<file path="src/rtl/scan_timing_pkg.sv">
package scan_timing_pkg;

   typedef enum logic [1:0] {
      ST_IDLE   = 2'd0,
      ST_RUN    = 2'd1,
      ST_FINISH = 2'd2
   } seq_state_e;

   typedef enum logic [1:0] {
      SRC_TIMEBASE = 2'd0,
      SRC_EXT      = 2'd1,
      SRC_TMR_A    = 2'd2,
      SRC_TMR_B    = 2'd3
   } tick_src_e;

   function automatic int max_int(input int a, input int b);
      return (a > b) ? a : b;
   endfunction

endpackage

</file>
<file path="src/rtl/scan_tick_sel.sv">
module scan_tick_sel
   import scan_timing_pkg::*;
#(
   parameter int N_EXT         = 3,
   parameter bit EXT_RISE_EDGE = 1'b1
) (
   input  logic             clk,
   input  logic             rst_n,
   input  logic [1:0]       src_i,
   input  logic [N_EXT-1:0] ext_raw_i,
   output logic             tick_o
);

   logic [N_EXT-1:0] ext_qual;

   generate
      if (EXT_RISE_EDGE) begin : g_edge
         logic [N_EXT-1:0] ext_prev_q;
         always_ff @(posedge clk or negedge rst_n) begin
            if (!rst_n) ext_prev_q <= '0;
            else        ext_prev_q <= ext_raw_i;
         end
         assign ext_qual = ext_raw_i & ~ext_prev_q;


         ext_single_tick_chk: assert property (@(posedge clk) disable iff (!rst_n)
            (src_i == SRC_EXT && tick_o) |=> !(src_i == SRC_EXT && tick_o));
      end else begin : g_level
         assign ext_qual = ext_raw_i;
      end
   endgenerate

   always_comb begin
      tick_o = 1'b0;
      case (src_i)
         SRC_TIMEBASE: tick_o = 1'b1;
         SRC_EXT:      tick_o = ext_qual[0];
         SRC_TMR_A:    tick_o = ext_qual[1];
         SRC_TMR_B:    tick_o = ext_qual[2];
         default:      tick_o = 1'b0;
      endcase
   end

endmodule

</file>
<file path="src/rtl/scan_cfg_check.sv">
module scan_cfg_check #(
   parameter int CNT_W  = 16,
   parameter int CH_W   = 4,
   parameter int SCAN_W = 12
) (
   input  logic [CNT_W-1:0]  sample_ivl_i,
   input  logic [CNT_W-1:0]  scan_ivl_i,
   input  logic [CH_W-1:0]   num_ch_i,
   input  logic [SCAN_W-1:0] num_scans_i,
   output logic              cfg_ok_o
);

   localparam int PROD_W = CNT_W + CH_W;

   logic [PROD_W-1:0] burst_len;
   logic              fits;
   logic              nonzero;

   assign burst_len = PROD_W'(num_ch_i) * PROD_W'(sample_ivl_i);
   assign fits      = PROD_W'(scan_ivl_i) >= burst_len;
   assign nonzero   = (sample_ivl_i != '0) && (num_ch_i != '0) && (num_scans_i != '0);
   assign cfg_ok_o  = fits && nonzero;

endmodule

</file>
<file path="src/rtl/scan_seq_core.sv">
module scan_seq_core
   import scan_timing_pkg::*;
#(
   parameter int CNT_W  = 16,
   parameter int CH_W   = 4,
   parameter int SCAN_W = 12,
   parameter int DLY_W  = 16
) (
   input  logic              clk,
   input  logic              rst_n,
   input  logic              trig_i,
   input  logic              cfg_ok_i,
   input  logic [CNT_W-1:0]  sample_ivl_i,
   input  logic [CNT_W-1:0]  scan_ivl_i,
   input  logic [CH_W-1:0]   num_ch_i,
   input  logic [SCAN_W-1:0] num_scans_i,
   input  logic [DLY_W-1:0]  delay_i,
   input  logic              delay_en_i,
   input  logic [1:0]        src_i,
   input  logic              tick_i,
   output logic [1:0]        src_q_o,
   output logic              strobe_o,
   output logic [CH_W-1:0]   chan_o,
   output logic              scan_start_o,
   output logic              scan_busy_o,
   output logic              acq_busy_o,
   output logic              cfg_err_o
);

   localparam int WAIT_W = max_int(CNT_W, DLY_W);
   localparam int PROD_W = CNT_W + CH_W;

   seq_state_e        st_q;
   logic [WAIT_W-1:0] wait_q;
   logic [CNT_W-1:0]  s_ivl_q;
   logic [CNT_W-1:0]  sc_ivl_q;
   logic [CH_W-1:0]   n_ch_q;
   logic [SCAN_W-1:0] scans_left_q;
   logic [CH_W-1:0]   ch_cnt_q;
   logic [1:0]        src_q;
   logic              strobe_q;
   logic [CH_W-1:0]   chan_q;
   logic              start_q;
   logic              sbusy_q;
   logic              err_q;

   logic [PROD_W-1:0] burst_span;
   logic [PROD_W-1:0] gap_full;
   logic [WAIT_W-1:0] gap_wait;
   logic [WAIT_W-1:0] sample_wait;
   logic              last_ch;
   logic              fire;

   // ticks from the last conversion of a scan to the first of the next
   assign burst_span  = PROD_W'(n_ch_q - 1'b1) * PROD_W'(s_ivl_q);
   assign gap_full    = PROD_W'(sc_ivl_q) - burst_span - PROD_W'(1);
   assign gap_wait    = WAIT_W'(gap_full);
   assign sample_wait = WAIT_W'(s_ivl_q) - WAIT_W'(1);
   assign last_ch     = (ch_cnt_q == n_ch_q - 1'b1);
   assign fire        = (st_q == ST_RUN) && tick_i && (wait_q == '0);

   always_ff @(posedge clk or negedge rst_n) begin
      if (!rst_n) begin
         st_q         <= ST_IDLE;
         wait_q       <= '0;
         s_ivl_q      <= CNT_W'(1);
         sc_ivl_q     <= CNT_W'(1);
         n_ch_q       <= CH_W'(1);
         scans_left_q <= '0;
         ch_cnt_q     <= '0;
         src_q        <= SRC_TIMEBASE;
         strobe_q     <= 1'b0;
         chan_q       <= '0;
         start_q      <= 1'b0;
         sbusy_q      <= 1'b0;
         err_q        <= 1'b0;
      end else begin
         strobe_q <= 1'b0;
         start_q  <= 1'b0;
         if (strobe_q && (chan_q == n_ch_q - 1'b1)) sbusy_q <= 1'b0;

         case (st_q)
            ST_IDLE: begin
               if (trig_i) begin
                  if (cfg_ok_i) begin
                     s_ivl_q      <= sample_ivl_i;
                     sc_ivl_q     <= scan_ivl_i;
                     n_ch_q       <= num_ch_i;
                     scans_left_q <= num_scans_i - 1'b1;
                     src_q        <= src_i;
                     ch_cnt_q     <= '0;
                     wait_q       <= delay_en_i ? WAIT_W'(delay_i) : '0;
                     err_q        <= 1'b0;
                     st_q         <= ST_RUN;
                  end else begin
                     err_q <= 1'b1;
                  end
               end
            end
            ST_RUN: begin
               if (tick_i) begin
                  if (!fire) begin
                     wait_q <= wait_q - 1'b1;
                  end else begin
                     strobe_q <= 1'b1;
                     chan_q   <= ch_cnt_q;
                     if (ch_cnt_q == '0) begin
                        start_q <= 1'b1;
                        sbusy_q <= 1'b1;
                     end
                     if (!last_ch) begin
                        ch_cnt_q <= ch_cnt_q + 1'b1;
                        wait_q   <= sample_wait;
                     end else if (scans_left_q != '0) begin
                        scans_left_q <= scans_left_q - 1'b1;
                        ch_cnt_q     <= '0;
                        wait_q       <= gap_wait;
                     end else begin
                        st_q <= ST_FINISH;
                     end
                  end
               end
            end
            ST_FINISH: st_q <= ST_IDLE;
            default:   st_q <= ST_IDLE;
         endcase
      end
   end

   assign src_q_o      = src_q;
   assign strobe_o     = strobe_q;
   assign chan_o       = chan_q;
   assign scan_start_o = start_q;
   assign scan_busy_o  = sbusy_q;
   assign acq_busy_o   = (st_q != ST_IDLE);
   assign cfg_err_o    = err_q;


   busy_covers_strobe_chk: assert property (@(posedge clk) disable iff (!rst_n)
      strobe_q |-> acq_busy_o);

   chan_bound_chk: assert property (@(posedge clk) disable iff (!rst_n)
      strobe_q |-> (chan_q < n_ch_q));

   start_on_ch0_chk: assert property (@(posedge clk) disable iff (!rst_n)
      start_q |-> (strobe_q && chan_q == '0));

   scan_close_chk: assert property (@(posedge clk) disable iff (!rst_n)
      (strobe_q && chan_q == n_ch_q - 1'b1) |=> (!sbusy_q || start_q));

   idle_after_last_chk: assert property (@(posedge clk) disable iff (!rst_n)
      $fell(acq_busy_o) |-> $past(strobe_q));

   err_hold_chk: assert property (@(posedge clk) disable iff (!rst_n)
      acq_busy_o |=> $stable(err_q));

   err_blocks_start_chk: assert property (@(posedge clk) disable iff (!rst_n)
      $rose(err_q) |-> !acq_busy_o);

endmodule

</file>
<file path="src/rtl/scan_timing_ctrl.sv">
module scan_timing_ctrl
   import scan_timing_pkg::*;
#(
   parameter int CNT_W         = 16,
   parameter int CH_W          = 4,
   parameter int SCAN_W        = 12,
   parameter int DLY_W         = 16,
   parameter bit EXT_RISE_EDGE = 1'b1
) (
   input  logic              clk,
   input  logic              rst_n,
   input  logic              trig,
   input  logic [CNT_W-1:0]  cfg_sample_ivl,
   input  logic [CNT_W-1:0]  cfg_scan_ivl,
   input  logic [CH_W-1:0]   cfg_num_ch,
   input  logic [SCAN_W-1:0] cfg_num_scans,
   input  logic [DLY_W-1:0]  cfg_delay,
   input  logic              cfg_delay_en,
   input  logic [1:0]        cfg_src,
   input  logic              ext_pulse,
   input  logic              tmr_a_pulse,
   input  logic              tmr_b_pulse,
   output logic              conv_strobe,
   output logic [CH_W-1:0]   chan_idx,
   output logic              scan_start,
   output logic              scan_busy,
   output logic              acq_busy,
   output logic              cfg_err
);

   localparam int N_EXT = 3;

   generate
      if (CNT_W < 2 || CNT_W > 32) begin : g_bad_cnt
         $error("scan_timing_ctrl: CNT_W out of range");
      end
      if (CH_W < 1 || CH_W > 8) begin : g_bad_ch
         $error("scan_timing_ctrl: CH_W out of range");
      end
      if (SCAN_W < 1 || SCAN_W > 32) begin : g_bad_scan
         $error("scan_timing_ctrl: SCAN_W out of range");
      end
      if (DLY_W < 1 || DLY_W > 32) begin : g_bad_dly
         $error("scan_timing_ctrl: DLY_W out of range");
      end
   endgenerate

   logic             cfg_ok;
   logic             tick;
   logic [1:0]       src_q;
   logic [N_EXT-1:0] ext_raw;

   assign ext_raw = {tmr_b_pulse, tmr_a_pulse, ext_pulse};

   scan_cfg_check #(
      .CNT_W (CNT_W),
      .CH_W  (CH_W),
      .SCAN_W(SCAN_W)
   ) u_cfg_check (
      .sample_ivl_i(cfg_sample_ivl),
      .scan_ivl_i  (cfg_scan_ivl),
      .num_ch_i    (cfg_num_ch),
      .num_scans_i (cfg_num_scans),
      .cfg_ok_o    (cfg_ok)
   );

   scan_tick_sel #(
      .N_EXT        (N_EXT),
      .EXT_RISE_EDGE(EXT_RISE_EDGE)
   ) u_tick_sel (
      .clk      (clk),
      .rst_n    (rst_n),
      .src_i    (src_q),
      .ext_raw_i(ext_raw),
      .tick_o   (tick)
   );

   scan_seq_core #(
      .CNT_W (CNT_W),
      .CH_W  (CH_W),
      .SCAN_W(SCAN_W),
      .DLY_W (DLY_W)
   ) u_core (
      .clk         (clk),
      .rst_n       (rst_n),
      .trig_i      (trig),
      .cfg_ok_i    (cfg_ok),
      .sample_ivl_i(cfg_sample_ivl),
      .scan_ivl_i  (cfg_scan_ivl),
      .num_ch_i    (cfg_num_ch),
      .num_scans_i (cfg_num_scans),
      .delay_i     (cfg_delay),
      .delay_en_i  (cfg_delay_en),
      .src_i       (cfg_src),
      .tick_i      (tick),
      .src_q_o     (src_q),
      .strobe_o    (conv_strobe),
      .chan_o      (chan_idx),
      .scan_start_o(scan_start),
      .scan_busy_o (scan_busy),
      .acq_busy_o  (acq_busy),
      .cfg_err_o   (cfg_err)
   );

endmodule

</file>
<file path="config.mk">
export PLATFORM = sky130hd
export DESIGN_NAME = scan_timing_ctrl
export DESIGN_NICKNAME = d
export VERILOG_FILES = /design/src/rtl/scan_timing_pkg.sv /design/src/rtl/scan_tick_sel.sv /design/src/rtl/scan_cfg_check.sv /design/src/rtl/scan_seq_core.sv /design/src/rtl/scan_timing_ctrl.sv
export SDC_FILE = /design/constraint.sdc
export NUM_CORES = 1
export LEC_CHECK = 0
export ABC_AREA = 1
export BUFFER_PORTS_ARGS = -buffer_cell sky130_fd_sc_hd__buf_4
export CORE_MARGIN = 2
export CORE_UTILIZATION = 50
export DETAILED_ROUTE_END_ITERATION = 6
export PLACE_DENSITY = 0.66
export SETUP_SLACK_MARGIN = 0.1
export SLEW_MARGIN = 20
export SYNTH_ARGS = -nofsm -noshare
export SYNTH_HDL_FRONTEND = slang
export SYNTH_SLANG_ARGS = --single-unit
export TNS_END_PERCENT = 10
</file>
<file path="constraint.sdc">
create_clock -name clk -period 18.4 [get_ports clk]
set_clock_uncertainty 0.2 [all_clocks]
set_input_delay 0.92 -clock clk [delete_from_list [all_inputs] [get_ports clk]]
set_output_delay 0.92 -clock clk [all_outputs]
set_load 0.02 [all_outputs]
</file>
==> impl_results.md, run 1 <==
- Max-cap viol count: 0
- Multi-input gate area: 7840 um2
- Final WS setup: 11130 ps
- Root Buffer: clkbuf_16
- Vias in the first global route: 9865
- TritonCTS clock tree: built
- Post-Synth XOR/XNOR Area: 3.92%
- Synthesized area per cell: 7.32 um2
- Die Footprint: 24000 um2
- Top Ports: 82
- Setup TNS: 0 ps
- Crit path top cell by count: inv_1
- Hold Crit Class: input pin to async pin
- Worst Path Class, Setup: register to register
- FFs w/ async S/R, synth: 100%
- Pin count of the biggest net entering global routing: 80
- Cell taking the most area after synthesis: fa_1
- Final hold violations: 0
- Critical Path Fanout Max: 17
- Combinational family with the most area after synthesis: adder cells
- Nets: 1894
- Largest buffer count on any clock path: 2
- Drt initial violations: 675
- Number of buffers added on ports: 81
- Simple-gate portion of the synthesized area: 24.8%
- Fmax achieved: 138 MHz
- Largest stage delay, worst path: 530 ps
- GP Congestion: 0.922
- CP required: 18450 ps
- Die Span X: 155 um
- Area contributors post-synth: fa_1 (19%), dfrtp_1 (18%), nand2_1 (12%)
- Tmin final: 7270 ps
- Outcome: complete, no violations
- Post-synth EDFFs: 0
- Register area: 2080 um2
- Syn Inst Count: 1555
- Period utilization: 39.5%
- Global-route usage over all layers: 25.9%
- Antenna violations before repair: 0
- Routed Antenna Nets: 0
- Post-route DRC: 0
- Layout area overhead: 9.35%
- Synth Area in Compound Gates: 9.81%
- Post-detail-place hpwl: 24500 um
- Cell with the most instances after synthesis: nand2_1
- Slew Limit Fails: 0
- Sequential-to-total area share from yosys stat: 18.3%
- Crit. Startpoint: u_core.n_ch_q[0]$_DFFE_PN1P_
- Initial Utilization: 50.6%
- Routed vias/inst: 5.18
- Via Count: 9854
- First-pass GRT wire length: 49300 um
- Synth cell count leaders: nand2_1 (375), inv_1 (326), nor2_1 (137)
- Post-synthesis mux area share: 0.352%
- Hold-fix buffers, CTS: 0
- CP Capture Type: register
- Post-Synth Adder-Cell Area: 30.0%
- Final wirelength: 29900 um
- RSZ-0062 raised after global routing: no
- Yosys warnings: 0
- Syn Nets: 1836
- Measured slew at the worst slew-check pin: 971 ps
- Core ar.: 22500 um2
- Seq cells post-synth: 83
- Max_slew headroom: 35.0%
- CTS resizes: 0
- WL/cell: 15.7 um
- Slowest-stage cell, CP: fa_1
- Worst Path Arrival: 7320 ps
- Fraction of final layout cells sized beyond drive strength 1: 10.6%
- Setup bufs post-CTS: 0
- Pre-antenna DRT Iters: 5
- Final std cells w/o fill: 1903
- Worst-Skew Late Latency: 360 ps
- Filler cells: 2246
- Most used flip-flop cell after synthesis: dfrtp_1
- Post-Syn Area: 11400 um2
- CP Launch Type: register
- Post-synthesis cell type count: 58
- Dpl cells: 1887
- Setup Slack @ Placement: 11180 ps
- CTS buffer count: 9
- Die H: 155 um
- Clk pin slew, worst setup/hold paths: 70 ps
- Setup violations, final: 0
- Total gr overflow: 0
- Final core occ: 55.3%
- Worst r2r src: u_core.n_ch_q[0]$_DFFE_PN1P_
- N_diodes: 0
- Htree depth: 3
- Top-area cell type share of the netlist area: 19.0%
- Cell row count: 55
- Clock tree sinks: 83
worst paths after layout:
| path | cells past startpoint | end | slack, ps |
|---|---|---|---|
| max | 28 | u_core.wait_q[11]$_DFFE_PN0P_ | 11130 |
| min | 1 | u_core.wait_q[7]$_DFFE_PN0P_ | 240 |
| max reg2reg | 28 | u_core.wait_q[11]$_DFFE_PN0P_ | 11130 |
| min reg2reg | 2 | u_core.scans_left_q[9]$_DFFE_PN0P_ | 300 |
| max in group asynchronous | 2 | u_core.sc_ivl_q[10]$_DFFE_PN0P_ | 16610 |
| min in group clk | 2 | u_core.scans_left_q[9]$_DFFE_PN0P_ | 300 |
per-layer routing:
layer | part of all wire, % | track usage, % | vias to the layer above
met3 | 5.1 | 2.77 | 36
met2 | 47 | 42.8 | 257
met1 | 46 | 36.4 | 4655
li1 | - | - | 4906
met5 | 0 | 0 | -
met4 | 1.8 | 6.70 | 0
cells by family after synthesis:
| group | Yosys count |
|---|---|
| AOI/OAI and AO/OA | 182 |
| xor gates and xnor gates | 50 |
| adders and majority gates | 208 |
| buffers and inverters | 371 |
| DFF | 83 |
| muxes | 4 |
| and+or+nand+nor | 657 |
state kept, by name, indices dropped and copies added (netlist names):
| signal | cells |
|---|---|
| u_core.scans_left_q | 12 |
| u_core.chan_o | 4 |
| u_core.src_q_o | 2 |
| u_core.wait_q | 16 |
| u_core.scan_busy_o | 1 |
| u_core.s_ivl_q | 16 |
| u_core.scan_start_o | 1 |
| u_core.n_ch_q | 4 |
| u_core.sc_ivl_q | 16 |
| u_tick_sel.g_edge.ext_prev_q | 3 |
| u_core.strobe_o | 1 |
| u_core.st_q | 2 |
| u_core.cfg_err_o | 1 |
| u_core.ch_cnt_q | 4 |
critical path, delay by kind of cell (launching register included):
kind,cells,cell delay (ps)
flops,1,480
simple gates,7,1230
buf+inv,8,820
compound gates,5,990
fa+ha+maj,8,3410
stage by stage:
stage / instance area [um2] / hold WS [ps]
after floorplan: 11400 / 254
after global placement: 12200 / 281
after detailed placement: 12200 / 284
after CTS: 12400 / 234
after global routing: 12400 / 245
final: 12400 / 236
final cells by class:
type | instances | share of cell area, %
tap | 285 | 2.87
clock buffer | 10 | 1.92
timing repair buffer | 82 | 4.95
clock inverter | 6 | 0.382
multi-input combinational | 1101 | 63.0
inverter | 336 | 10.2
sequential | 83 | 16.7
layout by cell type, fill, tap and decap left out, types with 7 or more instances in the layout:
cell	n
inv_1	326
nand4_1	14
clkbuf_16	9
nand2_2	8
inv_2	7
ha_1	100
buf_4	82
xor2_1	30
o21ai_0	66
dfrtp_1	80
a21oi_2	22
nand2_1	375
or2_2	11
nor4_1	13
xnor2_1	19
fa_1	108
nor3_1	10
nor2_1	137
nand3_1	63
a21oi_1	51
Power of run 1 is left out: the tool's default activity adds up to more than one toggle a clock period on the data nets, which glitch-free logic cannot reach.
==> inputs of run 2 (changes only) <==
--- a/config.mk
+++ b/config.mk
@@ -5,12 +5,12 @@
 export SDC_FILE = /design/constraint.sdc
 export NUM_CORES = 1
 export LEC_CHECK = 0
-export ABC_AREA = 1
+export ABC_AREA = 0
 export BUFFER_PORTS_ARGS = -buffer_cell sky130_fd_sc_hd__buf_4
 export CORE_MARGIN = 2
 export CORE_UTILIZATION = 50
 export DETAILED_ROUTE_END_ITERATION = 6
-export PLACE_DENSITY = 0.66
+export PLACE_DENSITY = 0.69
 export SETUP_SLACK_MARGIN = 0.1
 export SLEW_MARGIN = 20
 export SYNTH_ARGS = -nofsm -noshare
==> constraint.sdc (replaced) <==
create_clock -name clk -period 6.19 [get_ports clk]
set_clock_uncertainty 0.2 [all_clocks]
set_input_delay 0.3095 -clock clk [delete_from_list [all_inputs] [get_ports clk]]
set_output_delay 0.3095 -clock clk [all_outputs]
set_load 0.02 [all_outputs]
==> run 2 against run 1 <==
Effect of this change: the flow now finishes with violations (design-rule violations); area after synthesis decreased by 1.9%; final area increased by 3.7%; non-clock buffer count increased by 62; global-route usage decreased by 0.60 points; sequential cell count unchanged; register-to-register slack got worse by 11000 ps; highest routed layer unchanged; largest cell class unchanged; wire length decreased by 3.1%.
==> impl_results.md, run 2 <==
- Tmin final: 6170 ps (was 7270 ps)
- Worst Path Arrival: 6210 ps (was 7320 ps)
- Nets: 1687 (was 1894)
- Worst Path Class, Setup: register to register (unchanged)
- Critical Path Fanout Max: 7 (was 17)
- Pin count of the biggest net entering global routing: 72 (was 80)
- N_diodes: 0 (unchanged)
- Core ar.: 21900 um2 (was 22500 um2)
- Top-area cell type share of the netlist area: 19.4% (was 19.0%)
- Die Span X: 153 um (was 155 um)
- First-pass GRT wire length: 48200 um (was 49300 um)
- Crit path cell chain: inv_2, ha_4, nor3b_4, nand2_1, inv_2, fa_2, fa_2, fa_1, inv_2, fa_1, fa_1, inv_2, fa_1, inv_1, ha_2, or3_1, o31ai_2, o21ai_1, or3_1, o2111ai_2, a31oi_1
- Register area: 2080 um2 (unchanged)
- Fin Hold WS: 14.0 ps (was 236 ps)
- Layout area overhead: 15.7% (was 9.35%)
- Synth cell count leaders: inv_1 (194), nand2_1 (172), fa_1 (108) (was nand2_1 (375), inv_1 (326), nor2_1 (137))
- Measured slew at the worst slew-check pin: 965 ps (was 971 ps)
- Fmax achieved: 162 MHz (was 138 MHz)
- Crit-path leading delay family: adder cells (unchanged)
- Critical path buffer and inverter count: 5 (was 8)
- Most used flip-flop cell after synthesis: dfrtp_1 (unchanged)
- Synthesized area per cell: 8.56 um2 (was 7.32 um2)
- Post-route DRC: 1 (was 0)
- Seq cells post-synth: 83 (unchanged)
- Clock tree sinks: 83 (unchanged)
- Syn Nets: 1584 (was 1836)
- CP Launch Type: register (unchanged)
- RSZ-0062 raised after global routing: yes (was no)
- Max-cap viol count: 0 (unchanged)
- Top Ports: 82 (unchanged)
- Number of buffers added on ports: 81 (unchanged)
- Area contributors post-synth: fa_1 (19%), dfrtp_1 (18%), ha_1 (11%) (was fa_1 (19%), dfrtp_1 (18%), nand2_1 (12%))
- Largest regs: u_core.s_ivl_q x16, u_core.sc_ivl_q x16, u_core.wait_q x16 (unchanged)
- Final hold violations: 0 (unchanged)
- CP Capture Type: register (unchanged)
- Root Buffer: clkbuf_16 (unchanged)
- CP required: 6230 ps (was 18450 ps)
- Fraction of final layout cells sized beyond drive strength 1: 16.9% (was 10.6%)
- Worst-Skew Late Latency: 360 ps (about the same)
- Cell taking the most area after synthesis: fa_1 (unchanged)
- Failing checks: design-rule violations
- Hold Crit Class: input pin to register (was input pin to async pin)
- Final wirelength: 28900 um (was 29900 um)
- Die Footprint: 23500 um2 (was 24000 um2)
- Vias in the first global route: 9603 (was 9865)
- Crit. Startpoint: u_core.n_ch_q[0]$_DFFE_PN1P_ (unchanged)
- FFs w/ async S/R, synth: 100% (unchanged)
- Outcome: complete, but fails checks (was complete, no violations)
- Most frequent cells in the layout: inv_1 (185), nand2_1 (170), buf_4 (132), fa_1 (102), ha_1 (94) (was nand2_1 (375), inv_1 (326), nor2_1 (137), fa_1 (108), ha_1 (100))
- Via Count: 9435 (was 9854)
- TritonCTS clock tree: built (unchanged)
- Commonest non-fill, non-tap cell in the layout: inv_1 (was nand2_1)
- Antenna violations before repair: 0 (unchanged)
- WL/cell: 17.1 um (was 15.7 um)
- GP Congestion: 0.862 (was 0.922)
- CTS buffer count: 9 (unchanged)
- Final core occ: 58.9% (was 55.3%)
- Slowest-stage cell, CP: fa_2 (was fa_1)
- Drt initial violations: 527 (was 675)
- Period utilization: 99.6% (was 39.5%)
- Routed vias/inst: 5.58 (was 5.18)
- Initial Utilization: 51.0% (was 50.6%)
- Multi-input gate area: 8290 um2 (was 7840 um2)
- Cell with the most instances after synthesis: inv_1 (was nand2_1)
- Setup violations, final: 0 (unchanged)
- Max_slew headroom: 35.2% (was 35.0%)
- Largest stage delay, worst path: 640 ps (was 530 ps)
- Post-synth EDFFs: 0 (unchanged)
- Min-delay src: cfg_sample_ivl[13]
- Sequential-to-total area share from yosys stat: 18.7% (was 18.3%)
- Total gr overflow: 0 (unchanged)
- Largest buffer count on any clock path: 2 (unchanged)
- Global-route usage over all layers: 25.3% (was 25.9%)
- Routed Antenna Nets: 0 (unchanged)
- Worst r2r src: u_core.n_ch_q[0]$_DFFE_PN1P_ (unchanged)
- Post-synthesis cell type count: 89 (was 58)
- Filler cells: 1989 (was 2246)
- Pre-antenna DRT Iters: 7 (was 5)
- Htree depth: 3 (unchanged)
- Post-detail-place hpwl: 23000 um (was 24500 um)
- Syn Inst Count: 1303 (was 1555)
- Clk pin slew, worst setup/hold paths: 70 ps (about the same)
- Post-Syn Area: 11200 um2 (was 11400 um2)
- Cell row count: 54 (was 55)
- Yosys warnings: 0 (unchanged)
- Die H: 153 um (was 155 um)
- Slew Limit Fails: 0 (unchanged)
run 2: cell types whose count changed after synthesis, moves of 30 or more:
cell     delta
inv_1     -132
nor3_1     +30
nand2_1   -203
and2_1     +63
nor2_1     -85
nand3_1    -47
run 2: worst paths after layout:
check	to	slack, ps	cells past startpoint
min in group asynchronous	u_core.wait_q[2]$_DFFE_PN0P_	120	2
max in group asynchronous	u_core.sc_ivl_q[6]$_DFFE_PN0P_	4480	3
setup reg to reg	u_core.wait_q[14]$_DFFE_PN0P_	20	21
hold reg to reg	u_core.src_q_o[1]$_DFFE_PN0P_	300	2
setup / recovery	u_core.wait_q[14]$_DFFE_PN0P_	20	21
hold / removal	u_core.s_ivl_q[13]$_DFFE_PN0P_	10	3
run 2: final cells by class:
type                            instances  area share, %
Timing Repair Buffer                  144           8.69
Sequential cell                        83           16.1
Clock buffer                            9           1.75
Tap cell                              280           2.72
Multi-Input combinational cell        974           64.3
Clock inverter                          7          0.824
Inverter                              194           5.64
run 2: what timing repair did:
item,CTS,global route
pin swaps,2,27
resized for setup,2,34
setup endpoints to repair,6,18
setup buffers,0,8
hold buffers,11,0
endpoints found under the hold margin,22,0
run 2: cells by family after synthesis:
family,after synthesis,share of synthesized area (%)
compound gates,220,13.5
fa+ha+maj,208,30.6
mux,23,2.32
buf+inv,246,8.59
xor+xnor,71,5.70
simple gates,452,20.6
flops,83,18.7
run 2: stage by stage:
step	worst slack (ps)	instance area (um2)	TNS, ps	instances
after floorplan	-15.3	11200	-25.4	1303
after global placement	77.8	12300	0	1656
after detailed placement	-13.6	12300	-77.1	1656
after CTS	66.9	12700	0	1683
after global routing	-181	12900	-588	1691
final	22.1	12900	0	1691
run 2: per-layer routing:
layer,track usage [%],vias up,wire (um)
met5,0,-,0
met4,6.64,0,577
met3,4.17,29,1480
met2,42.1,254,14100
met1,34.4,4633,12800
li1,-,4519,-
run 2: tightest hold or removal path, delay by kind of cell:
kind	cells	cell delay (ps)
AND/OR/NAND/NOR	2	100
buffers and inverters	1	130
Power of run 2 is left out for the same reason.
==> inputs of run 3 (changes only) <==
--- a/config.mk
+++ b/config.mk
@@ -15,5 +15,6 @@
 export SLEW_MARGIN = 20
 export SYNTH_ARGS = -nofsm -noshare
 export SYNTH_HDL_FRONTEND = slang
+export SYNTH_HIERARCHICAL = 1
 export SYNTH_SLANG_ARGS = --single-unit
 export TNS_END_PERCENT = 10
==> run 3 against run 2 <==
Effect of this change: the run now ends clean; via count fell by 7.2%; non-clock buffer count fell by 14; synthesized cell count fell by 4.7%; final area fell by 11%; die area fell by 9.8%; count of clock-buffer cells in the layout rose by 3; critical path depth fell by 2; critical path type unchanged; largest cell class unchanged; highest routed layer unchanged.
==> impl_results.md, run 3 <==
- Outcome: complete, no violations (was complete, but fails checks)
- Syn Nets: 1468 (was 1584)
- Reg2reg path depth: 19 (was 21)
- Fmax achieved: 171 MHz (was 162 MHz)
- Most used flip-flop cell after synthesis: dfrtp_1 (unchanged)
- Setup TNS: 0 ps (unchanged)
- Worst Path Arrival: 5890 ps (was 6210 ps)
- Sequential-to-total area share from yosys stat: 20.7% (was 18.7%)
- Worst IR drop on VDD: 0.149 mV
- Capturing point of the worst reg2reg path: u_core/wait_q[13]$_DFFE_PN0P_ (was u_core.wait_q[14]$_DFFE_PN0P_)
- GP Congestion: 0.871 (was 0.862)
- Worst r2r src: u_core/n_ch_q[0]$_DFFE_PN1P_ (was u_core.n_ch_q[0]$_DFFE_PN1P_)
- Post-Place Cell Area: 10900 um2 (was 12300 um2)
- Vias in the first global route: 8683 (was 9603)
- Pleak: 0.00542 uW
- Slew Limit Fails: 0 (unchanged)
- RSZ-0062 raised after global routing: yes (unchanged)
- Post-Syn Area: 10000 um2 (was 11200 um2)
- Fraction of final layout cells sized beyond drive strength 1: 12.5% (was 16.9%)
- Post-synth EDFFs: 0 (unchanged)
- Clk pin slew, worst setup/hold paths: 70 ps (about the same)
- Total gr overflow: 0 (unchanged)
- Filler cells: 1843 (was 1989)
- Via Count: 8760 (was 9435)
- Nets: 1553 (was 1687)
- Top-area cell type share of the netlist area: 20.0% (was 19.4%)
- Top Ports: 82 (unchanged)
- Period utilization: 94.4% (was 99.6%)
- Max-cap viol count: 0 (unchanged)
- Synth cell count leaders: nand2_1 (186), inv_1 (154), nor2_1 (94) (was inv_1 (194), nand2_1 (172), fa_1 (108))
- Tmin final: 5850 ps (was 6170 ps)
- Critical Path Fanout Max: 13 (was 7)
- Fin area: 11500 um2 (was 12900 um2)
- Routed Antenna Nets: 0 (unchanged)
- Die Span X: 146 um (was 153 um)
- Min-delay src: cfg_sample_ivl[14] (was cfg_sample_ivl[13])
- Seq cells post-synth: 83 (unchanged)
- Worst Path Class, Setup: register to register (unchanged)
- Layout area overhead: 14.6% (was 15.7%)
- Antenna violations before repair: 0 (unchanged)
- Setup Slack @ Placement: 64.2 ps (was -13.6 ps)
- Area contributors post-synth: dfrtp_1 (20%), fa_1 (15%), ha_1 (9.9%) (was fa_1 (19%), dfrtp_1 (18%), ha_1 (11%))
- Measured slew at the worst slew-check pin: 958 ps (was 965 ps)
- Final core occ: 58.7% (was 58.9%)
- Root Buffer: clkbuf_16 (unchanged)
- Final WS setup: 344 ps (was 22.1 ps)
- Routed vias/inst: 5.49 (was 5.58)
- Commonest non-fill, non-tap cell in the layout: nand2_1 (was inv_1)
- Post-detail-place hpwl: 19900 um (was 23000 um)
- Htree depth: 3 (unchanged)
- Syn Inst Count: 1242 (was 1303)
- Pre-antenna DRT Iters: 5 (was 7)
- WL/cell: 15.9 um (was 17.1 um)
- Post-route DRC: 0 (was 1)
- Die Footprint: 21200 um2 (was 23500 um2)
- Worst-Skew Late Latency: 360 ps (about the same)
- Largest buffer count on any clock path: 2 (unchanged)
- Die H: 146 um (was 153 um)
- Hold path depth: 3 (unchanged)
- Pwr dens: 261 nW/um2
- Largest regs: u_core/s_ivl_q x16, u_core/sc_ivl_q x16, u_core/wait_q x16 (was u_core.s_ivl_q x16, u_core.sc_ivl_q x16, u_core.wait_q x16)
- Initial Utilization: 51.2% (was 51.0%)
- Clock tree sinks: 83 (unchanged)
- Setup bufs post-CTS: 0 (unchanged)
- Drt initial violations: 551 (was 527)
- Setup violations, final: 0 (unchanged)
- R2R Setup Slk: 340 ps (was 20 ps)
- CTS buffer count: 9 (unchanged)
- Number of buffers added on ports: 81 (unchanged)
- TritonCTS clock tree: built (unchanged)
- Hold Crit Endpoint: u_core/s_ivl_q[14]$_DFFE_PN0P_ (was u_core.s_ivl_q[13]$_DFFE_PN0P_)
- Yosys warnings: 6 (was 0)
- Pin count of the biggest net entering global routing: 57 (was 72)
- CP required: 6230 ps (about the same)
- Core ar.: 19600 um2 (was 21900 um2)
- Synthesized area per cell: 8.08 um2 (was 8.56 um2)
- Cell with the most instances after synthesis: nand2_1 (was inv_1)
- Max_slew headroom: 35.9% (was 35.2%)
- Most frequent cells in the layout: nand2_1 (185), inv_1 (154), buf_4 (105), nor2_1 (93), dfrtp_1 (80) (was inv_1 (185), nand2_1 (170), buf_4 (132), fa_1 (102), ha_1 (94))
- Cell row count: 51 (was 54)
- Post-synthesis cell type count: 91 (was 89)
- Hold Crit Class: input pin to register (unchanged)
- Final wirelength: 25300 um (was 28900 um)
- Global-route usage over all layers: 24.6% (was 25.3%)
- CP Capture Type: register (unchanged)
- Final hold violations: 0 (unchanged)
- Total Power: 3000 uW
- Cell taking the most area after synthesis: dfrtp_1 (was fa_1)
- N_diodes: 0 (unchanged)
- FFs w/ async S/R, synth: 100% (unchanged)
- CP Launch Type: register (unchanged)
- First-pass GRT wire length: 43000 um (was 48200 um)
run 3: cells by family after synthesis:
group,Yosys count,share of synthesized area [%]
AND/OR/NAND/NOR,487,23.7
AO/OA/AOI/OAI,236,15.7
buffers and inverters,211,8.61
adder cells (fa/ha/maj),153,24.6
flip-flops,83,20.7
XOR/XNOR,64,5.76
multiplexers,8,0.823
run 3: how the worst max path moves through the flow:
stage / from / end / slack (ps) / cells after the start
floorplan: u_core/n_ch_q[0]$_DFFE_PN1P_ / u_core/wait_q[13]$_DFFE_PN0P_ / 140 / 21
global placement: cfg_num_ch[3] / u_core/wait_q[5]$_DFFE_PN0P_ / 200 / 27
CTS: u_core/n_ch_q[0]$_DFFE_PN1P_ / u_core/wait_q[13]$_DFFE_PN0P_ / 360 / 19
detailed placement: cfg_num_ch[3] / u_core/scans_left_q[8]$_DFFE_PN0P_ / 60 / 27
global route: u_core/n_ch_q[0]$_DFFE_PN1P_ / u_core/wait_q[13]$_DFFE_PN0P_ / 80 / 19
finish: u_core/n_ch_q[0]$_DFFE_PN1P_ / u_core/wait_q[13]$_DFFE_PN0P_ / 340 / 19
run 3: metrics by stage:
stage | hold slack [ps] | std cells
global placement | 66.6 | 1559
detailed placement | 65.3 | 1559
finish | 10.0 | 1597
global route | 14.7 | 1597
floorplan | -186 | 1242
CTS | 5.03 | 1597
run 3: cell type report:
type                       count  area [um2]  share of cell area [%]
sequential                    83        2080                    18.1
tap                          265         332                    2.89
timing repair buffer         130        1070                    9.30
multi-input combinational    948        7110                    61.8
clock inverter                 4        73.8                   0.642
inverter                     155         583                    5.07
clock buffer                  12         246                    2.15
run 3: layer usage:
metal / track usage (%) / up-vias / wire length [um]
li1: - / 4293 / -
met1: 34.3 / 4215 / 11700
met2: 41.3 / 229 / 12000
met5: 0 / - / 0
met4: 5.00 / 0 / 309
met3: 3.10 / 23 / 1230
run 3: power breakdown:
part           internal [uW]  leakage (uW)  switching (uW)
registers                640       0.00102             111
logic                    716       0.00424             932
clock network            365      0.000157             236
total                   1720       0.00542            1280
run 3: what timing repair did:
action / CTS / global route
gates resized for setup: 0 / 4
hold buffers: 22 / 0
hold endpoints to repair: 48 / 0
setup endpoints to repair: 0 / 40
run 3: worst max-delay path: stages (launching register included):
cell,delay (ps)
dfstp_2,530
inv_1,60
ha_1,240
xor2_1,280
buf_12,180
nand2_1,80
fa_1,590
fa_1,470
fa_1,560
inv_1,60
fa_1,520
inv_1,50
ha_1,370
o21a_1,240
a21oi_1,290
nand3_1,170
o211a_1,270
o21ai_0,160
a21oi_1,90
o41ai_1,330
Power figures use the tool's default switching activity.
